### config.mk
export PLATFORM = sky130hd
export DESIGN_NAME = tdm_frame_gen
export DESIGN_NICKNAME = d
export VERILOG_FILES = /design/src/rtl/tdm_pkg.sv /design/src/rtl/tdm_cfg_regs.sv /design/src/rtl/tdm_sequencer.sv /design/src/rtl/tdm_lane_shift.sv /design/src/rtl/tdm_frame_gen.sv
export SDC_FILE = /design/constraint.sdc
export NUM_CORES = 1
export LEC_CHECK = 0
export BUFFER_PORTS_ARGS = -buffer_cell sky130_fd_sc_hd__buf_2
export CELL_PAD_IN_SITES_DETAIL_PLACEMENT = 0
export CELL_PAD_IN_SITES_GLOBAL_PLACEMENT = 1
export CORE_UTILIZATION = 40
export DETAILED_ROUTE_END_ITERATION = 10
export PLACE_DENSITY = 0.84
export SYNTH_ARGS = -nofsm -noshare
export SYNTH_HDL_FRONTEND = slang
export SYNTH_HIERARCHICAL = 1
export SYNTH_SLANG_ARGS = --single-unit
### constraint.sdc
create_clock -name clk -period 4 [get_ports clk]
set_input_delay 0.8 -clock clk [delete_from_list [all_inputs] [get_ports clk]]
set_output_delay 0.8 -clock clk [all_outputs]
set_load 0.01 [all_outputs]
### src/rtl/tdm_pkg.sv
package tdm_pkg;
  localparam int CNT_W = 6;

  typedef struct packed {
    logic [4:0] slots;
    logic [2:0] mode;
    logic [2:0] slot_len;
    logic [1:0] slot0_len;
    logic [2:0] bits;
  } tdm_cfg_t;

  // shared decode for slot length and data bits; reserved codes map to 32
  function automatic logic [CNT_W-1:0] dec_size(input logic [2:0] code);
    case (code)
      3'd0:    return CNT_W'(8);
      3'd1:    return CNT_W'(16);
      3'd2:    return CNT_W'(18);
      3'd3:    return CNT_W'(20);
      3'd4:    return CNT_W'(24);
      default: return CNT_W'(32);
    endcase
  endfunction

  function automatic logic [CNT_W-1:0] dec_first(input logic [1:0] code,
                                                 input logic [CNT_W-1:0] other);
    case (code)
      2'd0:    return other;
      2'd1:    return CNT_W'(8);
      2'd2:    return CNT_W'(16);
      default: return CNT_W'(32);
    endcase
  endfunction
endpackage

### src/rtl/tdm_cfg_regs.sv
module tdm_cfg_regs
  import tdm_pkg::*;
(
  input  logic     clk,
  input  logic     rst,
  input  logic     port_en,
  input  logic     wr_en,
  input  tdm_cfg_t wr_cfg,
  output tdm_cfg_t cfg
);
  always_ff @(posedge clk) begin
    if (rst)                  cfg <= '0;
    else if (wr_en && !port_en) cfg <= wr_cfg;
  end


  cfg_lock_chk: assert property (@(posedge clk) disable iff (rst)
    (wr_en && port_en) |=> $stable(cfg));
endmodule

### src/rtl/tdm_sequencer.sv
module tdm_sequencer
  import tdm_pkg::*;
#(
  parameter int SLOT_W = 5
) (
  input  logic              clk,
  input  logic              rst,
  input  logic              port_en,
  input  tdm_cfg_t          cfg,
  output logic              load_word,
  output logic              bit_active,
  output logic [CNT_W-1:0]  nbits,
  output logic              frame_sync,
  output logic              slot_start,
  output logic [SLOT_W-1:0] slot_idx,
  output logic              data_valid
);
  logic [SLOT_W-1:0] cur_slot;
  logic [CNT_W-1:0]  cur_bit;
  logic [CNT_W-1:0]  len_other, len_first, cur_len, act_len;
  logic              end_slot, end_frame;

  always_comb begin
    len_other  = dec_size(cfg.slot_len);
    len_first  = dec_first(cfg.slot0_len, len_other);
    cur_len    = (cur_slot == '0) ? len_first : len_other;
    nbits      = dec_size(cfg.bits);
    act_len    = (nbits < cur_len) ? nbits : cur_len;
    end_slot   = (cur_bit == CNT_W'(cur_len - CNT_W'(1)));
    end_frame  = (cur_slot == SLOT_W'(cfg.slots));
    load_word  = port_en && (cur_bit == '0);
    bit_active = (cur_bit < act_len);
  end

  always_ff @(posedge clk) begin
    if (rst || !port_en) begin
      cur_slot   <= '0;
      cur_bit    <= '0;
      frame_sync <= 1'b0;
      slot_start <= 1'b0;
      slot_idx   <= '0;
      data_valid <= 1'b0;
    end else begin
      frame_sync <= (cur_slot == '0) && (cur_bit == '0);
      slot_start <= (cur_bit == '0);
      slot_idx   <= cur_slot;
      data_valid <= bit_active;
      if (end_slot) begin
        cur_bit  <= '0;
        cur_slot <= end_frame ? '0 : SLOT_W'(cur_slot + SLOT_W'(1));
      end else begin
        cur_bit <= CNT_W'(cur_bit + CNT_W'(1));
      end
    end
  end


  sync_slot0_chk: assert property (@(posedge clk) disable iff (rst)
    frame_sync |-> (slot_start && slot_idx == '0));

  slot_range_chk: assert property (@(posedge clk) disable iff (rst)
    slot_start |-> (slot_idx <= SLOT_W'(cfg.slots)));

  slot_step_chk: assert property (@(posedge clk) disable iff (rst)
    (slot_start && !frame_sync) |-> (slot_idx == SLOT_W'($past(slot_idx) + SLOT_W'(1))));

  idle_quiet_chk: assert property (@(posedge clk) disable iff (rst)
    !port_en |=> (!frame_sync && !slot_start && !data_valid));

  valid_start_chk: assert property (@(posedge clk) disable iff (rst)
    slot_start |-> data_valid);
endmodule

### src/rtl/tdm_lane_shift.sv
module tdm_lane_shift
  import tdm_pkg::*;
#(
  parameter int WORD_W = 32
) (
  input  logic              clk,
  input  logic              rst,
  input  logic              port_en,
  input  logic              load_word,
  input  logic              bit_active,
  input  logic [CNT_W-1:0]  nbits,
  input  logic [WORD_W-1:0] tx_word,
  output logic              sdata
);
  logic [WORD_W-1:0] shreg, aligned;

  always_comb aligned = tx_word << (WORD_W - int'(nbits));

  always_ff @(posedge clk) begin
    if (rst || !port_en) begin
      shreg <= '0;
      sdata <= 1'b0;
    end else if (load_word) begin
      sdata <= bit_active & aligned[WORD_W-1];
      shreg <= aligned << 1;
    end else begin
      sdata <= bit_active & shreg[WORD_W-1];
      shreg <= shreg << 1;
    end
  end
endmodule

### src/rtl/tdm_frame_gen.sv
module tdm_frame_gen
  import tdm_pkg::*;
#(
  parameter int SLOT_W = 5,
  parameter int WORD_W = 32
) (
  input  logic              clk,
  input  logic              rst,
  input  logic              port_en,
  input  logic              cfg_we,
  input  logic [4:0]        cfg_slots,
  input  logic [2:0]        cfg_mode,
  input  logic [2:0]        cfg_slot_len,
  input  logic [1:0]        cfg_slot0_len,
  input  logic [2:0]        cfg_bits,
  input  logic [WORD_W-1:0] tx_word,
  output logic              frame_sync,
  output logic              slot_start,
  output logic [SLOT_W-1:0] slot_idx,
  output logic              data_valid,
  output logic              sdata,
  output logic [2:0]        mode
);
  tdm_cfg_t         wr_cfg, cfg;
  logic             load_word, bit_active;
  logic [CNT_W-1:0] nbits;

  always_comb begin
    wr_cfg.slots     = cfg_slots;
    wr_cfg.mode      = cfg_mode;
    wr_cfg.slot_len  = cfg_slot_len;
    wr_cfg.slot0_len = cfg_slot0_len;
    wr_cfg.bits      = cfg_bits;
  end

  assign mode = cfg.mode;

  tdm_cfg_regs u_regs (
    .clk(clk), .rst(rst), .port_en(port_en), .wr_en(cfg_we),
    .wr_cfg(wr_cfg), .cfg(cfg)
  );

  tdm_sequencer #(.SLOT_W(SLOT_W)) u_seq (
    .clk(clk), .rst(rst), .port_en(port_en), .cfg(cfg),
    .load_word(load_word), .bit_active(bit_active), .nbits(nbits),
    .frame_sync(frame_sync), .slot_start(slot_start),
    .slot_idx(slot_idx), .data_valid(data_valid)
  );

  tdm_lane_shift #(.WORD_W(WORD_W)) u_lane (
    .clk(clk), .rst(rst), .port_en(port_en), .load_word(load_word),
    .bit_active(bit_active), .nbits(nbits), .tx_word(tx_word),
    .sdata(sdata)
  );


  quiet_data_chk: assert property (@(posedge clk) disable iff (rst)
    !data_valid |-> !sdata);
endmodule

## After elaboration in Yosys (flattened, before gate mapping)

Index checks and enable logic that the tools add are counted.

| storage, ports and cells | value |
|---|---|
| input port bits | 52 |
| output and inout bits | 12 |
| logic and storage cells | 53 |
| flip-flop bits (word level) | 68 |

| operators by class | value |
|---|---|
| $add $sub $neg | 4 |
| bitwise gates (word level) | 2 |
| shifts and indexed selects | 1 |
| eq/ne operators | 12 |
| $lt $le $gt $ge | 2 |
| reduce and logical (&&, ||, !) cells | 11 |
| multiplexer cells | 8 |

Operators with widths:

| kind | count |
|---|---|
| $pmux 6 s5 | 2 |
| $mux 32 | 1 |
| $shl 32x32->32 | 1 |
| $pmux 6 s3 | 1 |
| $eq 3x2->1 const B | 4 |
| $lt 6x6->1 | 2 |
| $mux 6 | 2 |
| $sub 6x6->7 const A | 1 |
| $add 6x1->6 const B | 1 |
| $eq 3x1->1 const B | 2 |
| $eq 3x3->1 const B | 2 |
| $eq 6x6->1 | 1 |
| $logic_not 3->1 | 2 |
| $logic_not 6->1 | 1 |
| $sub 6x1->6 const B | 1 |
| $add 5x1->5 const B | 1 |
| $eq 5x5->1 | 1 |
| $logic_not 5->1 | 1 |
| $mux 5 | 1 |
| $logic_and 1x1->1 | 3 |
| $and 1x1->1 | 2 |
| $eq 2x1->1 const B | 1 |
| $eq 2x2->1 const B | 1 |
| $logic_not 2->1 | 1 |
| other kinds (4) | 4 |

## Logic depth before layout (Yosys ltp)

Gate-level depths: netlist of the first run.

| logic depth | value |
|---|---|
| depth after elaboration | 9 |
| depth in mapped cells | 21 |
| mapped depth without buffers | 21 |

## By module

The synthesis of the first run kept the hierarchy.

Modules (own cells, without submodules):

| module | instances | cells an instance | sequential area each (um^2) | area an instance (um^2) |
|---|---|---|---|---|
| tdm_lane_shift | 1 | 315 | 640.6 | 2785.2 |
| tdm_sequencer | 1 | 166 | 380.4 | 1375.1 |
| tdm_cfg_regs | 1 | 71 | 320.3 | 764.5 |

## Worst setup path after synthesis of the first run

No wires, ideal clock.

| timing | value |
|---|---|
| kind | register to register |
| start | register u_seq.cur_slot[0] |
| end | register u_lane.sdata |
| path slack | 0.627 ns |
| cell stages (with the launch flop) | 21 |
| period minus slack after synthesis | 3.373 ns |
| library setup time | 0.065 ns |
| data required time | 3.935 ns |
| buffers on the path | 1 |
| arrival time | 3.308 ns |
| path through | dfxtp_1 -> inv_1 -> ha_1 -> or4b_1 -> buf_2 -> nor2_1 -> o21ai_0 -> ha_1 -> a21o_1 -> a21oi_1 -> o21ai_1 -> nor3_1 -> a31oi_1 -> ha_1 -> a21oi_1 -> nor2b_1 -> o21ai_0 -> nand2b_1 -> nor2_1 -> nand2_1 -> nor2_1 |

| on the way | value |
|---|---|
| longest elaborated chain between the ends | 7 |
| elaborated cells on any way between the ends | 8 |
| classes of those cells | order compare (2); mux (3); bitwise (2); reduce/logical (1) |

Ends and longest elaborated chain:

| item | line | RTL |
|---|---|---|
| from (decl) | tdm_sequencer.sv:18 | `logic [SLOT_W-1:0] cur_slot;` |
| from (signal assigned) | tdm_sequencer.sv:50 | `cur_slot <= end_frame ? '0 : SLOT_W'(cur_slot + SLOT_W'(1));` |
| $logic_not 5->1 (*) | tdm_sequencer.sv:26 | `cur_len = (cur_slot == '0) ? len_first : len_other;` |
| $mux 6 (*) | tdm_sequencer.sv:26 |  |
| $lt 6x6->1 | tdm_sequencer.sv:28 | `act_len = (nbits < cur_len) ? nbits : cur_len;` |
| $mux 6 (*) | tdm_sequencer.sv:28 |  |
| $lt 6x6->1 (*) | tdm_sequencer.sv:32 | `bit_active = (cur_bit < act_len);` |
| via bit_active | tdm_frame_gen.sv:25 | `logic load_word, bit_active;` |
| $and 1x1->1 (on tied branches) | tdm_lane_shift.sv:27, tdm_lane_shift.sv:24 |  |
| $mux 1 (*) | tdm_lane_shift.sv:23 | `end else if (load_word) begin` |
| to (signal assigned) | tdm_lane_shift.sv:24 | `sdata <= bit_active & aligned[WORD_W-1];` |
| to (signal assigned) | tdm_lane_shift.sv:27 | `sdata <= bit_active & shreg[WORD_W-1];` |
| to (decl) | tdm_lane_shift.sv:13 | `output logic sdata` |

The timed path passes the listed nets; every way through them passes the cells marked *.
A chain may end at the register's enable or synchronous reset.

## Worst setup path in the final report of the first run

| timing | value |
|---|---|
| start | register u_seq.cur_slot[0] |
| end | register u_seq.cur_slot[1] |

| on the way | value |
|---|---|
| longest elaborated chain between the ends | 4 |
| elaborated cells on any way between the ends | 7 |
| classes of those cells | add/sub (2); eq/ne (2); mux (2); reduce/logical (1) |

Ends and longest elaborated chain:

| item | line | RTL |
|---|---|---|
| $logic_not 5->1 | tdm_sequencer.sv:26 |  |
| $mux 6 | tdm_sequencer.sv:26 |  |
| $sub 6x1->6 | tdm_sequencer.sv:29 | `end_slot = (cur_bit == CNT_W'(cur_len - CNT_W'(1)));` |
| $eq 6x6->1 | tdm_sequencer.sv:29 |  |

Several ways; a longest one is shown, not always the timed one.

==> run summary, run 1 <==
Max VDD drop: 250.4 uV
DRT Pass-1 Iters: 4
Area contributors post-synth: dfxtp_1 27%, mux2i_1 11%, nand4bb_1 3.7%
min cycle time layout: 3640 ps
# DRC: 0
Routed WL per cell: 16.47 um
initial antenna violation count: 0
post-DP HPWL: 9428 um
Max transition margin: 0.5357
status: finished, final reports clean
die height: 113.0 um
type of the most critical hold path: register to register
pwr/cell area: 355.7 nW/um^2
H-Tree Depth: 3
top_reg_cell synth: dfxtp_1
leakage power: 2.364 nW
root buffer cell: clkbuf_16
Synth Cell Area: 4925 um^2
top cells by count, synth: 67 x dfxtp_1, 55 x mux2i_1, 47 x nand2_1
share of layout cells above drive strength 1: 0.2305
#FFs+latches synth: 67
fill cell total of the finished layout: 1172
Vias: 4399
Worst setup SP type: register
synthesized area per cell: 8.922 um^2
Synth Warn #: 6
first-pass GRT wire length: 20870 um
RSZ-0062 raised after global routing: no
WL met1: 5476 um
Final setup viols: 0
crit-path cells: inv_1, ha_1, nor4b_4, o21ai_0, and3_1, nand2_1, ha_1, xor2_1, a21boi_0, a221oi_1, a2111oi_4, and2_1, mux2i_1
CP max stage delay: 450 ps
Nets: 665
CP most frequent cell: ha_1
total track usage: 0.2024
skew final: 7.962 ps
Post-synth EDFFs: 0
Overflow after GRT: 0
Slew Limit Fails: 0
post-route ant nets: 0
core box area: 12010 um^2
max-cap viol count: 0
Placer Congestion: 0.8951
Post-CTS Resized: 0
critical path peak fanout: 10
Syn Nets: 618
CTS tree: built
critical setup path kind: register to register
most numerous cell in the Yosys netlist: dfxtp_1
Reg clk slew, reported paths: 60 ps
Distinct cells, synth: 78
post-cts hold buffer count: 0
later-pin clock latency in the skew report: 330 ps
largest net degree at the start of global routing: 39
Critical Path RT: 4260 ps
sequential area share after synthesis: 0.2724
die width: 113.0 um
Async SR Flop Fraction: 0
critical path's slowest cell: and2_1
vias per inst: 5.865
clk sinks: 67
die area: 12760 um^2
Area growth syn-to-layout: 13.54%
post-CTS setup buffer count: 0
Cells after Synth: 552
CTS buffer count: 9
Crit. End Element: register
vias in the first global route: 4273
final WL: 12350 um
met3 wire len: 620 um
Tightest Pin Transition: 691.1 ps
Final Power: 0.001989 W
hold violation count in the final report: 0
final period utilization: 0.9100
final core utilization: 0.4655
WL met2: 6120 um
Starting Density: 0.4100
fmax: 0.2747 GHz
n_diodes: 0
largest area contributor in the netlist: dfxtp_1
Max Buffers Root-to-Sink: 2
FP Rows: 40
Port Buffer Count: 63
IO Pins: 64
arrival time worst endpoint: 3900 ps
DR top layer: met4
setup TNS: 0 ps
Synth top area share: 0.2724
Iteration-0 DRC Markers: 314
-- worst paths after layout --
| path | start | end | slack (ps) | depth (start not counted) |
|---|---|---|---|---|
| min reg2reg | u_lane/shreg[23] | u_lane/shreg[24] | 440 | 2 |
| min | u_lane/shreg[23] | u_lane/shreg[24] | 440 | 2 |
| max reg2reg | u_seq/cur_slot[0] | u_seq/cur_slot[1] | 360 | 13 |
| max | u_seq/cur_slot[0] | u_seq/cur_slot[1] | 360 | 13 |
-- per-stage QoR --
stage | instances | worst slack (ps) | hold WS, ps | area (um^2)
after floorplan | 552 | 626.9 | 401.4 | 4925
after global placement | 735 | 371.9 | 417.8 | 5275
after detailed placement | 735 | 132.4 | 423.6 | 5275
after CTS | 750 | 107.8 | 438.3 | 5560
after global routing | 750 | 18.70 | 456.9 | 5592
final | 750 | 359.9 | 436.3 | 5592
-- per-layer routing --
metal / global-route usage / up-vias
li1: - / 2134
met4: 0.04649 / 0
met2: 0.3510 / 133
met3: 0.04017 / 12
met1: 0.2595 / 2120
met5: 0 / -
-- worst max-delay path: cells and delay by family (launching register included) --
family | cells | cell delay, ps
AND/OR/NAND/NOR | 4 | 1180
AO/OA/AOI/OAI | 4 | 1020
adder cells (fa/ha/maj) | 2 | 430
flip-flops | 1 | 340
XOR/XNOR | 1 | 260
multiplexers | 1 | 240
buffers and inverters | 1 | 100
-- flip-flops by register name (all words and copies together), names as in the netlist --
name,flops
u_lane/shreg,31
u_seq/slot_idx,5
u_lane/sdata,1
u_seq/frame_sync,1
u_seq/cur_slot,5
u_seq/slot_start,1
u_seq/cur_bit,6
u_regs/cfg,16
u_seq/data_valid,1
-- cell families after synthesis --
family,Yosys count,share of synthesized area
muxes,78,0.1842
adders and majority gates,14,0.03557
AOI/OAI and AO/OA,137,0.2071
buffers and inverters,51,0.05691
xor gates and xnor gates,16,0.02998
other,1,0.0007615
and+or+nand+nor,188,0.2132
DFF,67,0.2724
-- layout by cell type (no fill, tap or decap), drive strengths merged, types with 6 or more instances in the layout --
cell type	n
buf	71
dfxtp	67
mux2i	55
nand2	47
nor2	42
o21ai	40
nand2b	23
a21oi	17
nand4bb	16
inv	15
mux2	15
ha	14
nor3	14
nand3	13
a31oi	13
a22o	13
clkbuf	11
xor2	10
mux4	8
xnor2	6
-- where the power goes --
part	internal (W)	switching [W]
Combinational	0.000219	0.000305
Clock	0.000480	0.000283
Sequential	0.000688	0.0000138
-- cell type report --
class                           instances  area [um^2]  area share
Multi-Input combinational cell        434         3346      0.5983
Sequential cell                        67         1341      0.2399
Clock buffer                           11        232.7     0.04162
Inverter                               16        60.06     0.01074
Clock inverter                          4        52.55    0.009398
Timing Repair Buffer                   71        375.4     0.06713
Tap cell                              147        183.9     0.03289
No activity file was read; power rests on OpenSTA's default activity.
==> run 2, diff against run 1 <==
- ABC_CLOCK_PERIOD_IN_PS: default -> 3700
- clock period: 4 -> 3.7 ns (I/O delays scaled with it)
==> run summary, run 2 (synthesis results as in run 1) <==
post-route ant nets: 0 (unchanged)
Routed WL per cell: 16.31 um (was 16.47 um)
Port Buffer Count: 63 (unchanged)
post-cts hold buffer count: 0 (unchanged)
fill cell total of the finished layout: 1140 (was 1172)
commonest cells after routing, fill and taps aside: 66 x dfxtp_1, 63 x buf_2, 55 x mux2i_1, 47 x nand2_1, 40 x nor2_1 (was 67 x dfxtp_1, 63 x buf_2, 55 x mux2i_1, 47 x nand2_1, 40 x nor2_1)
Iteration-0 DRC Markers: 328 (was 314)
arrival time worst endpoint: 3700 ps (was 3900 ps)
pwr/cell area: 388.7 nW/um^2 (was 355.7 nW/um^2)
Comb pwr share: 0.264 (was 0.263)
Max Buffers Root-to-Sink: 2 (unchanged)
fmax: 0.2916 GHz (was 0.2747 GHz)
placed insts: 740 (was 735)
CTS buffer count: 9 (unchanged)
sw frac: 0.3038 (was 0.3024)
n_diodes: 0 (unchanged)
Vias: 4332 (was 4399)
final WL: 12370 um (was 12350 um)
root buffer cell: clkbuf_16 (unchanged)
max-cap viol count: 0 (unchanged)
Worst setup SP type: register (unchanged)
core box area: 12010 um^2 (unchanged)
type of the most critical hold path: register to register (unchanged)
Max VDD drop: 300.3 uV (was 250.4 uV)
Crit. End Element: register (unchanged)
vias in the first global route: 4211 (was 4273)
Max transition margin: 0.5553 (was 0.5357)
met3 layer usage reported by global route: 0.03642 (was 0.04017)
total track usage: 0.2013 (was 0.2024)
CTS tree: built (unchanged)
Starting Density: 0.4100 (unchanged)
fin cells: 758 (was 750)
Slew Limit Fails: 0 (unchanged)
critical path peak fanout: 6 (was 10)
Placer Congestion: 0.8865 (was 0.8951)
leakage power: 2.418 nW (was 2.364 nW)
met1 GRT Util: 0.2559 (was 0.2595)
Flop pwr share: 0.344 (was 0.353)
die width: 113.0 um (unchanged)
GRT busiest layer: met2 (unchanged)
share of layout cells above drive strength 1: 0.2455 (was 0.2305)
Final setup viols: 0 (unchanged)
hold violation count in the final report: 0 (unchanged)
Reg clk slew, reported paths: 60 ps (about the same)
Tightest Pin Transition: 662.0 ps (was 691.1 ps)
min cycle time layout: 3430 ps (was 3640 ps)
first-pass GRT wire length: 20610 um (was 20870 um)
die height: 113.0 um (unchanged)
final period utilization: 0.9269 (was 0.9100)
commonest non-fill, non-tap cell in the layout: dfxtp_1 (unchanged)
# DRC: 0 (unchanged)
Largest regs: u_lane/shreg: 31 flops, u_regs/cfg: 16 flops, u_seq/cur_bit: 6 flops (unchanged)
most flop-heavy register: u_lane/shreg (unchanged)
Internal: 0.001538 W (was 0.001388 W)
Overflow after GRT: 0 (unchanged)
clk sinks: 67 (unchanged)
skew final: 10.15 ps (was 7.962 ps)
met2 GRT Util: 0.3494 (was 0.3510)
Net Sw Power: 0.0006709 W (was 0.0006015 W)
hold slack final: 432.6 ps (was 436.3 ps)
critical setup path kind: register to register (unchanged)
vias per inst: 5.715 (was 5.865)
Nets: 672 (was 665)
max reg flops: 31 (unchanged)
H-Tree Depth: 3 (unchanged)
initial antenna violation count: 0 (unchanged)
Critical Path RT: 3970 ps (was 4260 ps)
Clock power frac: 0.392 (was 0.383)
FP Rows: 40 (unchanged)
Area growth syn-to-layout: 15.37% (was 13.54%)
largest net degree at the start of global routing: 39 (unchanged)
die area: 12760 um^2 (unchanged)
later-pin clock latency in the skew report: 330 ps (about the same)
DRT Pass-1 Iters: 6 (was 4)
IO Pins: 64 (unchanged)
status: finished, final reports clean (unchanged)
post-DP HPWL: 9367 um (was 9428 um)
run 2: final cells by class:
type | instances | area [um^2] | area share
clock buffers | 11 | 242.7 | 0.04272
clock inverters | 5 | 61.31 | 0.01079
inverters | 16 | 60.06 | 0.01057
multi-input cells | 434 | 3351 | 0.5897
flip-flops and latches | 67 | 1343 | 0.2363
well taps | 147 | 183.9 | 0.03237
repair buffers | 78 | 440.4 | 0.07752
run 2: metal layers:
layer  wire length (um)  vias up
met5                  0        -
li1                   -     2162
met2               6054      115
met1               5587     2043
met3                595       12
met4                128        0
run 2: power groups by stage:
stage / logic (W) / registers (W) / clock network (W)
finish: 0.000582 / 0.000759 / 0.000867
global route: 0.000636 / 0.000762 / 0.000916
CTS: 0.000555 / 0.000759 / 0.000884
detailed placement: 0.000553 / 0.000775 / 0
global placement: 0.000546 / 0.000774 / 0
floorplan: 0.000419 / 0.000773 / 0
run 2: through the flow:
stage	TNS [ps]	total power (W)	utilization	setup slack [ps]	cell area, um^2
floorplan	0	0.001192	-	326.9	4925
global placement	0	0.001320	0.4433	209.4	5325
detailed placement	0	0.001328	0.4433	61.87	5325
CTS	0	0.002198	0.4686	19.90	5629
global route	-17.20	0.002314	0.4730	-17.20	5682
finish	0	0.002208	0.4730	270.5	5682
run 2: what timing repair did:
item | CTS | global route
gates resized for setup | 0 | 11
setup buffers | 0 | 2
endpoints found under the setup margin | 0 | 12
run 2: worst max-delay path: stages (launching register included):
cell and delay [ps]:
dfxtp_2 340, inv_2 70, ha_1 160, or4b_1 460, nor2_1 150, o21ai_0 190, ha_1 350, a21o_1 180
a21oi_2 200, o21ai_4 120, nor3_2 120, a31oi_1 60, ha_1 320, a21oi_2 140, nor2b_1 60, o21ai_1 110
nand2b_1 80, nor2_1 100, nand2_1 50, nor2_1 100
run 2: worst paths after layout:
kind,from,endpoint,slack (ps),cells after the start
worst max register to register,u_seq/cur_slot[0],u_lane/sdata,270,19
worst min register to register,u_lane/shreg[2],u_lane/shreg[3],430,2
worst min-delay path,u_lane/shreg[2],u_lane/shreg[3],430,2
worst max-delay path,u_seq/cur_slot[0],u_lane/sdata,270,19
